## src/rtl/i2cam_pkg.sv

```systemverilog
package i2cam_pkg;

  // Bus events produced by the datapath for the controller.
  typedef struct packed {
    logic sclRise;
    logic sclFall;
    logic startCond;
    logic stopCond;
    logic byteFull;
    logic addrHit;
    logic rwBit;
  } busEvt_t;

  // Strobes sent by the controller to the datapath.
  typedef struct packed {
    logic shiftEn;
    logic clearCnt;
    logic latchByte;
  } ctlStrobe_t;

  typedef enum logic [2:0] {
    ST_IDLE,
    ST_SHIFT,
    ST_PREACK,
    ST_ACKLOW,
    ST_ACKHOLD
  } ctlState_t;

endpackage

```

## src/rtl/i2cam_sync.sv

```systemverilog
module i2cam_sync #(
  parameter int STAGES = 2
) (
  input  logic clk,
  input  logic rstN,
  input  logic din,
  output logic dout
);

  logic [STAGES-1:0] pipe;

  generate
    if (STAGES == 1) begin : g_single
      always_ff @(posedge clk or negedge rstN) begin
        if (!rstN) pipe <= '1;
        else       pipe <= din;
      end
    end else begin : g_multi
      always_ff @(posedge clk or negedge rstN) begin
        if (!rstN) pipe <= '1;
        else       pipe <= {pipe[STAGES-2:0], din};
      end
    end
  endgenerate

  assign dout = pipe[STAGES-1];

endmodule

```

## src/rtl/i2cam_datapath.sv

```systemverilog
module i2cam_datapath
  import i2cam_pkg::*;
#(
  parameter int ADDR_W      = 7,
  parameter int SYNC_STAGES = 2
) (
  input  logic              clk,
  input  logic              rstN,
  input  logic              sclIn,
  input  logic              sdaIn,
  input  logic              modeTenBit,
  input  logic [ADDR_W-1:0] slaveAddr,
  input  logic              dirCompare,
  input  ctlStrobe_t        strobe,
  output busEvt_t           evt,
  output logic [ADDR_W:0]   rxByte
);

  localparam int BYTE_W = ADDR_W + 1;
  localparam int CNT_W  = $clog2(BYTE_W + 1);
  localparam logic [CNT_W-1:0] FULL_CNT = CNT_W'(BYTE_W);

  logic sclS, sdaS, sclD, sdaD;
  logic [BYTE_W-1:0] shiftReg;
  logic [CNT_W-1:0]  bitCnt;
  logic headMatch, dirOk;

  i2cam_sync #(.STAGES(SYNC_STAGES)) i_syncScl (
    .clk(clk), .rstN(rstN), .din(sclIn), .dout(sclS)
  );
  i2cam_sync #(.STAGES(SYNC_STAGES)) i_syncSda (
    .clk(clk), .rstN(rstN), .din(sdaIn), .dout(sdaS)
  );

  always_ff @(posedge clk or negedge rstN) begin
    if (!rstN) begin
      sclD <= 1'b1;
      sdaD <= 1'b1;
    end else begin
      sclD <= sclS;
      sdaD <= sdaS;
    end
  end

  always_ff @(posedge clk or negedge rstN) begin
    if (!rstN) begin
      shiftReg <= '0;
      bitCnt   <= '0;
      rxByte   <= '0;
    end else begin
      if (strobe.clearCnt) begin
        bitCnt <= '0;
      end else if (strobe.shiftEn && evt.sclRise) begin
        shiftReg <= {shiftReg[BYTE_W-2:0], sdaS};
        bitCnt   <= bitCnt + 1'b1;
      end
      if (strobe.latchByte) rxByte <= shiftReg;
    end
  end

  assign headMatch = (shiftReg[BYTE_W-1:1] == slaveAddr);
  assign dirOk     = !modeTenBit || (shiftReg[0] == dirCompare);

  always_comb begin
    evt.sclRise   = sclS && !sclD;
    evt.sclFall   = !sclS && sclD;
    evt.startCond = sclS && sclD && sdaD && !sdaS;
    evt.stopCond  = sclS && sclD && !sdaD && sdaS;
    evt.byteFull  = (bitCnt == FULL_CNT);
    evt.addrHit   = headMatch && dirOk;
    evt.rwBit     = shiftReg[0];
  end

endmodule

```

## src/rtl/i2cam_control.sv

```systemverilog
module i2cam_control
  import i2cam_pkg::*;
(
  input  logic       clk,
  input  logic       rstN,
  input  busEvt_t    evt,
  output ctlStrobe_t strobe,
  output logic       sdaDriveLow,
  output logic       addressed,
  output logic       byteDone,
  output logic       startSeen,
  output logic       stopSeen
);

  ctlState_t state;
  logic isHeader;   // next completed byte is a header
  logic ackData;    // data bytes of this transfer are acknowledged
  logic ackThis;    // acknowledge the byte just completed

  always_comb begin
    strobe.shiftEn   = (state == ST_SHIFT) && !evt.byteFull;
    strobe.latchByte = (state == ST_SHIFT) && evt.byteFull;
    strobe.clearCnt  = evt.startCond || ((state == ST_SHIFT) && evt.byteFull);
  end

  always_ff @(posedge clk or negedge rstN) begin
    if (!rstN) begin
      state       <= ST_IDLE;
      isHeader    <= 1'b0;
      ackData     <= 1'b0;
      ackThis     <= 1'b0;
      sdaDriveLow <= 1'b0;
      addressed   <= 1'b0;
      byteDone    <= 1'b0;
      startSeen   <= 1'b0;
      stopSeen    <= 1'b0;
    end else begin
      byteDone  <= 1'b0;
      startSeen <= evt.startCond;
      stopSeen  <= evt.stopCond;
      if (evt.stopCond) begin
        state       <= ST_IDLE;
        isHeader    <= 1'b0;
        addressed   <= 1'b0;
        sdaDriveLow <= 1'b0;
      end else if (evt.startCond) begin
        state       <= ST_SHIFT;
        isHeader    <= 1'b1;
        sdaDriveLow <= 1'b0;
      end else begin
        unique case (state)
          ST_SHIFT: begin
            if (evt.byteFull) begin
              byteDone <= 1'b1;
              state    <= ST_PREACK;
              if (isHeader) begin
                isHeader <= 1'b0;
                if (evt.addrHit) begin
                  addressed <= 1'b1;
                  ackThis   <= 1'b1;
                  ackData   <= !evt.rwBit;
                end else begin
                  addressed <= 1'b0;
                  ackThis   <= 1'b0;
                  ackData   <= 1'b0;
                end
              end else begin
                ackThis <= ackData;
              end
            end
          end
          ST_PREACK: begin
            if (evt.sclFall) begin
              if (ackThis) begin
                sdaDriveLow <= 1'b1;
                state       <= ST_ACKLOW;
              end else begin
                state <= ST_IDLE;
              end
            end
          end
          ST_ACKLOW: begin
            if (evt.sclRise) state <= ST_ACKHOLD;
          end
          ST_ACKHOLD: begin
            if (evt.sclFall) begin
              sdaDriveLow <= 1'b0;
              state       <= ackData ? ST_SHIFT : ST_IDLE;
            end
          end
          default: state <= ST_IDLE;
        endcase
      end
    end
  end

endmodule

```

## src/rtl/i2cam_top.sv

```systemverilog
module i2cam_top
  import i2cam_pkg::*;
#(
  parameter int ADDR_W      = 7,
  parameter int SYNC_STAGES = 2
) (
  input  logic              clk,
  input  logic              rstN,
  input  logic              sclIn,
  input  logic              sdaIn,
  input  logic              modeTenBit,
  input  logic [ADDR_W-1:0] slaveAddr,
  input  logic              dirCompare,
  output logic              sdaDriveLow,
  output logic              addressed,
  output logic [ADDR_W:0]   rxByte,
  output logic              byteDone,
  output logic              startSeen,
  output logic              stopSeen
);

  busEvt_t    evt;
  ctlStrobe_t strobe;

  i2cam_datapath #(.ADDR_W(ADDR_W), .SYNC_STAGES(SYNC_STAGES)) i_datapath (
    .clk(clk), .rstN(rstN), .sclIn(sclIn), .sdaIn(sdaIn),
    .modeTenBit(modeTenBit), .slaveAddr(slaveAddr), .dirCompare(dirCompare),
    .strobe(strobe), .evt(evt), .rxByte(rxByte)
  );

  i2cam_control i_control (
    .clk(clk), .rstN(rstN), .evt(evt), .strobe(strobe),
    .sdaDriveLow(sdaDriveLow), .addressed(addressed), .byteDone(byteDone),
    .startSeen(startSeen), .stopSeen(stopSeen)
  );

endmodule

```

## config.mk

```make
export PLATFORM = sky130hd
export DESIGN_NAME = i2cam_top
export DESIGN_NICKNAME = d
export VERILOG_FILES = /design/src/rtl/i2cam_pkg.sv /design/src/rtl/i2cam_sync.sv /design/src/rtl/i2cam_datapath.sv /design/src/rtl/i2cam_control.sv /design/src/rtl/i2cam_top.sv
export SDC_FILE = /design/constraint.sdc
export NUM_CORES = 1
export LEC_CHECK = 0
export ABC_AREA = 1
export BUFFER_PORTS_ARGS = -buffer_cell sky130_fd_sc_hd__buf_4
export CAP_MARGIN = 40
export CORE_ASPECT_RATIO = 1.25
export CORE_UTILIZATION = 55
export DETAILED_ROUTE_END_ITERATION = 16
export MAX_ROUTING_LAYER = met4
export PLACE_DENSITY = 0.73
export REMOVE_ABC_BUFFERS = 1
export SYNTH_ARGS = -nofsm -noshare
export SYNTH_HDL_FRONTEND = slang
export SYNTH_SLANG_ARGS = --single-unit
export TNS_END_PERCENT = 30
```

## constraint.sdc

```tcl
create_clock -name clk -period 1.76 [get_ports clk]
set_clock_uncertainty 0.2 [all_clocks]
set_input_delay 0.176 -clock clk [delete_from_list [all_inputs] [get_ports clk]]
set_output_delay 0.176 -clock clk [all_outputs]
set_load 0.02 [all_outputs]
```

==> results of run 1 <==
==> through the flow <==
stage	util	hold slack (ps)	std cells	setup slack [ps]
2_1_floorplan	-	-320	188	-206
3_3_place_gp	0.666	-46.5	253	113
3_5_place_dp	0.666	-38.5	253	21.1
4_1_cts	0.704	27.4	266	13.4
5_1_grt	0.721	65.4	269	-3.38
6_report	0.721	32.2	269	86.1
==> cell families after synthesis <==
logic type / after synthesis
AO/OA/AOI/OAI: 27
buffers and inverters: 33
adder cells (fa/ha/maj): 2
AND/OR/NAND/NOR: 87
flip-flops: 37
XOR/XNOR: 5
==> final cells by class <==
| cell class | instances | share of cell area |
|---|---|---|
| flip-flops and latches | 37 | 0.439 |
| multi-input cells | 121 | 0.323 |
| repair buffers | 37 | 0.134 |
| inverters | 30 | 0.0542 |
| clock buffers | 8 | 0.0277 |
| well taps | 36 | 0.0212 |
==> path summary, 6_finish.rpt <==
path	from	endpoint	slack (ps)	cells after the start
setup / recovery	i_datapath.bitCnt[0]	i_datapath.bitCnt[0]	90	9
hold / removal	modeTenBit	i_control.ackData	30	6
setup reg to reg	i_datapath.bitCnt[0]	i_datapath.bitCnt[0]	90	9
hold reg to reg	i_datapath.i_syncSda.pipe[0]	i_datapath.i_syncSda.pipe[1]	160	0
max in group asynchronous	rstN	i_datapath.sdaD	880	2
min in group asynchronous	rstN	i_datapath.rxByte[7]	110	2
==> sequential cells by signal, summed over array words and instances (netlist names) <==
| register | count |
|---|---|
| i_datapath.bitCnt | 4 |
| i_datapath.sdaD | 1 |
| i_control.state | 3 |
| i_control.sdaDriveLow | 1 |
| i_datapath.i_syncSda.pipe | 2 |
| i_control.isHeader | 1 |
| i_control.byteDone | 1 |
| i_control.stopSeen | 1 |
| i_control.ackThis | 1 |
| i_datapath.rxByte | 8 |
| i_control.ackData | 1 |
| i_datapath.sclD | 1 |
| i_control.addressed | 1 |
| i_datapath.shiftReg | 8 |
| i_datapath.i_syncScl.pipe | 2 |
| i_control.startSeen | 1 |
==> power by group through the flow <==
| stage | clock [mW] | combinational (mW) | sequential [mW] |
|---|---|---|---|
| finish | 0.460 | 0.691 | 1.08 |
| global route | 0.507 | 0.762 | 1.09 |
| CTS | 0.472 | 0.606 | 1.07 |
| detailed placement | 0 | 0.564 | 1.09 |
| global placement | 0 | 0.521 | 1.08 |
| floorplan | 0 | 0.382 | 1.09 |
==> layout by cell type, fill, tap and decap left out <==
master	n
clkbuf_1	2
dfrtp_1	31
inv_2	5
dlygate4sd3_1	3
or2_2	1
ha_4	1
inv_4	1
nand2_1	45
nand3_1	13
buf_4	34
o21ai_0	10
nor2_2	3
ha_1	1
nand4_1	6
o21ai_2	4
xnor2_1	2
clkbuf_4	5
dfstp_2	6
o21ai_1	9
a21oi_2	1
clkbuf_8	1
a21oi_1	2
inv_1	24
nor2_4	3
nand2_2	3
nand3b_1	1
o31ai_1	1
xor2_1	3
nor3_4	1
nand3_2	3
nor2_1	7
nand2_8	1
==> worst reg2reg max path: stages, from the launching register on <==
cell and delay, ps:
dfrtp_1 400, inv_2 80, ha_4 130, nand2_2 60, nor2_4 240, nor3_4 80, buf_4 160, inv_4 70
nand2_2 70, o21ai_2 120
==> repair_timing <==
item | 4_1_cts | 5_1_grt
hold endpoints to repair | 39 | 0
gates cloned | 0 | 0
pin swaps | 1 | 3
gates resized for setup | 2 | 8
setup buffers | 2 | 3
endpoints found under the setup margin | 1 | 16
hold buffers | 3 | 0
==> layer usage <==
metal  wire length, um  vias to the layer above  track usage
met4                65                        0       0.0946
met2              1910                       26        0.415
li1                  -                      692            -
met3               108                        6       0.0563
met1              1480                      671        0.267
met5                 0                        -            -
==> impl_metrics.toml, run 1 <==
[yosys]
synth.distinct_cells = 29
synthMuxAreaShare = 0
synth-compound-area-share = 0.0908
synth_cells = 191
synthAdderAreaFrac = 0.0145
synth-async-reset-ratio = 1.00
synth_area_leaders = "dfrtp_1 45%, nand2_1 10%, dfstp_2 9.2%"
syn_area_um2 = 1720
ys_warn_count = 0
synth_xor_area_frac = 0.0254
yosys.area.top_type = "dfrtp_1"
synthMostInstantiatedCell = "nand2_1"
synth-seq-area-share = 0.542
synth_edf_count = 0
synth_common_cells = "46 x nand2_1, 31 x dfrtp_1, 26 x inv_1"
synth_top_area_frac = 0.451
synth_seq_cells = 37
synthSimpleGateAreaFrac = 0.246
synth_top_family_by_area = "simple AND/OR/NAND/NOR gates"
postSynthAreaPerCell_um2 = 9.01
ys.flop_type = "dfrtp_1"

[setup_path]
crit_path_top_delay_cell = "dfrtp_1"
critical_path_class = "reg2reg"
crit_path_frequent_cell = "nand2_2"
required_ps = 1820
end_kind = "register"
crit_buf_inv = 3
cpPeakStageDelay_ps = 400
path_cells = "inv_2 > ha_4 > nand2_2 > nor2_4 > nor3_4 > buf_4 > inv_4 > nand2_2 > o21ai_2"
cp-start-kind = "register"
crit_arrival_ps = 1730
critPathMaxFanout = 4
critical_path.top_delay_family = "simple AND/OR/NAND/NOR gates"

[global_route]
antenna_found_initial = 0
grt_pass1_vias = 1373
grt_remaining_overflow = 0
grt_max_degree = 38
grt_pass1_wl_mm = 5.74
track_usage = 0.243

[detailed_routing]
postRouteWirelength_mm = 3.56
ant_nets = 0
routedWlPerCell_um = 13.2
first_pass_iters = 4
drt_iter0_markers = 49
dr_total_vias = 1395
viasPerCell = 5.19
drcViolationCount = 0

[placement]
portBuffers = 25
dpl_cell_area_um2 = 1960
place.gp.congestion = 0.905
hpwl_mm = 2.55

[power_and_ir_drop]
ir_drop_v = 0.000739
p_total_mw = 2.23
p_sw_mw = 0.769
switching_share = 0.345
seq_power_share = 0.483
p_clk_frac = 0.207
power_leakage_nw = 1.06
intPower_mw = 1.46
share_comb_of_total_power = 0.310
power.density_nw_per_um2 = 1050

[finish]
syn_to_final_growth_pct = 23.4
final_area_um2 = 2120
fillerInstances = 214
seq_area_um2 = 933
n_antenna_cell = 0
drive_gt1_frac = 0.313
fin_nets = 247
multi_input_area_um2 = 687

[timing]
fmaxAchievable_mhz = 597
fin_setup_tns_ps = 0
setup_viol = 0
min_period_ps = 1670
drv_slew = 0
final_hold_viol_count = 0
min_period_over_period = 0.951
worst-slew-pin-transition_ps = 456
max-slew-margin-rel = 0.696

[job]
cap_viol_max_count = 0

[outcome]
status = "finished clean"

[floorplanning]
design.core.area_um2 = 2950
rows = 22
dieWidth_um = 52.0
initial_core_util = 0.585
die_h_um = 64.6
dieArea_um2 = 3360
io_pins = 26

[clocking]
clk_pin_slew_ps = 100
clockBufferDepth = 2
cts-root-buf = "clkbuf_4"
cts-buffers-inserted = 5
cts_tree = "yes"
clock_latency_ps = 340
htreeDepth = 2
cts_sinks = 37

[min_path]
hold_class = "in2reg"
(Power assumes the default switching activity.)
==> run 2, diff against run 1 <==
- PLACE_DENSITY: 0.73 -> 0.77
==> impl_metrics.toml, run 2 (synthesized netlist as in run 1, its figures left out) <==
[outcome]
status = "finished clean"

[global_route]
track_usage = 0.243
grt_pass1_wl_mm = 5.87
grt_pass1_vias = 1431
grt_max_degree = 38
antenna_found_initial = 0
grt_remaining_overflow = 0

[finish]
utilization = 0.713
layout_common_cells = "45 x nand2_1, 31 x dfrtp_1, 30 x buf_4, 24 x inv_1, 13 x nand3_1"
final_common_cell = "nand2_1"
n_antenna_cell = 0
drive_gt1_frac = 0.303
largestRegisters = "i_datapath.rxByte (8), i_datapath.shiftReg (8), i_datapath.bitCnt (4)"
fin_nets = 245
final_area_um2 = 2100
syn_to_final_growth_pct = 22.0

[clocking]
clockBufferDepth = 2
clock_latency_ps = 340
cts-root-buf = "clkbuf_4"
clk_pin_slew_ps = 100
cts-buffers-inserted = 5
cts_tree = "yes"
cts_sinks = 37
htreeDepth = 2

[timing]
min_period_ps = 1670
worst-slew-pin-transition_ps = 459
drv_slew = 0
fmaxAchievable_mhz = 599
min_period_over_period = 0.949
fin_ws_ps = 90.2
setup_viol = 0
max-slew-margin-rel = 0.694
final_hold_viol_count = 0

[setup_path]
r2r-start = "i_datapath.bitCnt[0]"
cp-start-kind = "register"
critPathMaxFanout = 12
critical_path_class = "reg2reg"
r2r_end = "i_datapath.bitCnt[2]"
reg2reg_depth = 9
reg2reg_slack_ps = 90
end_kind = "register"
required_ps = 1790
crit_arrival_ps = 1700

[job]
cap_viol_max_count = 0

[min_path]
hold_depth = 6
hold_class = "in2reg"
hp-start = "modeTenBit"
whs_endpoint = "i_control.addressed"

[floorplanning]
initial_core_util = 0.585
dieWidth_um = 52.0
rows = 22
die_h_um = 64.6
dieArea_um2 = 3360
io_pins = 26
design.core.area_um2 = 2950

[power_and_ir_drop]
ir_drop_v = 0.000688
p_total_mw = 2.16
power_leakage_nw = 1.07
power.density_nw_per_um2 = 1030

[placement]
portBuffers = 25
place_ws_ps = 53.1
dpl_cell_area_um2 = 1970
place.gp.congestion = 0.913
hpwl_mm = 2.47

[detailed_routing]
drt_iter0_markers = 24
dr_total_vias = 1403
first_pass_iters = 4
drcViolationCount = 0
routedWlPerCell_um = 12.9
postRouteWirelength_mm = 3.44
ant_nets = 0
viasPerCell = 5.25
run 2: worst max-delay path by stage:
| stage | to | cells past startpoint | from |
|---|---|---|---|
| global route | i_datapath.bitCnt[2] | 9 | i_datapath.bitCnt[1] |
| global placement | i_datapath.bitCnt[2] | 9 | i_datapath.bitCnt[0] |
| finish | i_datapath.bitCnt[2] | 9 | i_datapath.bitCnt[0] |
| floorplan | i_datapath.bitCnt[2] | 8 | i_datapath.bitCnt[0] |
| CTS | i_control.state[0] | 9 | i_datapath.bitCnt[0] |
| detailed placement | i_control.state[0] | 9 | i_datapath.bitCnt[0] |
run 2: repair_timing:
item                                    4_1_cts  5_1_grt
resized for setup                             0        8
setup buffers                                 0        4
hold endpoints to repair                     39        0
endpoints found under the setup margin        0       18
hold buffers                                  3        0
run 2: power by group:
group | switching [mW] | internal [mW]
combinational | 0.380 | 0.281
sequential | 0.107 | 0.970
clock | 0.262 | 0.159
total | 0.750 | 1.41
run 2: area by class of cell:
type                            count  area (um^2)
Clock buffer                        8         48.8
Multi-Input combinational cell    121          672
Sequential cell                    37          933
Inverter                           30          115
Timing Repair Buffer               35          287
Fill cell                         235          845
Tap cell                           36         45.0
run 2: layer usage:
layer / GRT usage / up-vias / part of all wire
met1: 0.262 / 662 / 0.40
met3: 0.0540 / 9 / 0.040
met2: 0.415 / 45 / 0.53
li1: - / 687 / -
met4: 0.111 / 0 / 0.024
met5: - / - / 0
run 2: critical path, cell delays in order, from the launching register on:
cell and delay, ps:
dfrtp_1 410, inv_2 100, ha_4 140, nand2_2 60
nor2_4 190, nand2_4 150, inv_2 110, nor2_4 50
nand3_1 100, o21ai_2 60
run 2: through the flow:
stage               TNS (ps)  hold WS (ps)  std cells
finish                     0          42.7        267
global route           -48.6          76.9        267
CTS                        0          31.5        263
detailed placement         0         -35.1        252
global placement           0         -51.6        252
floorplan              -2050          -320        188
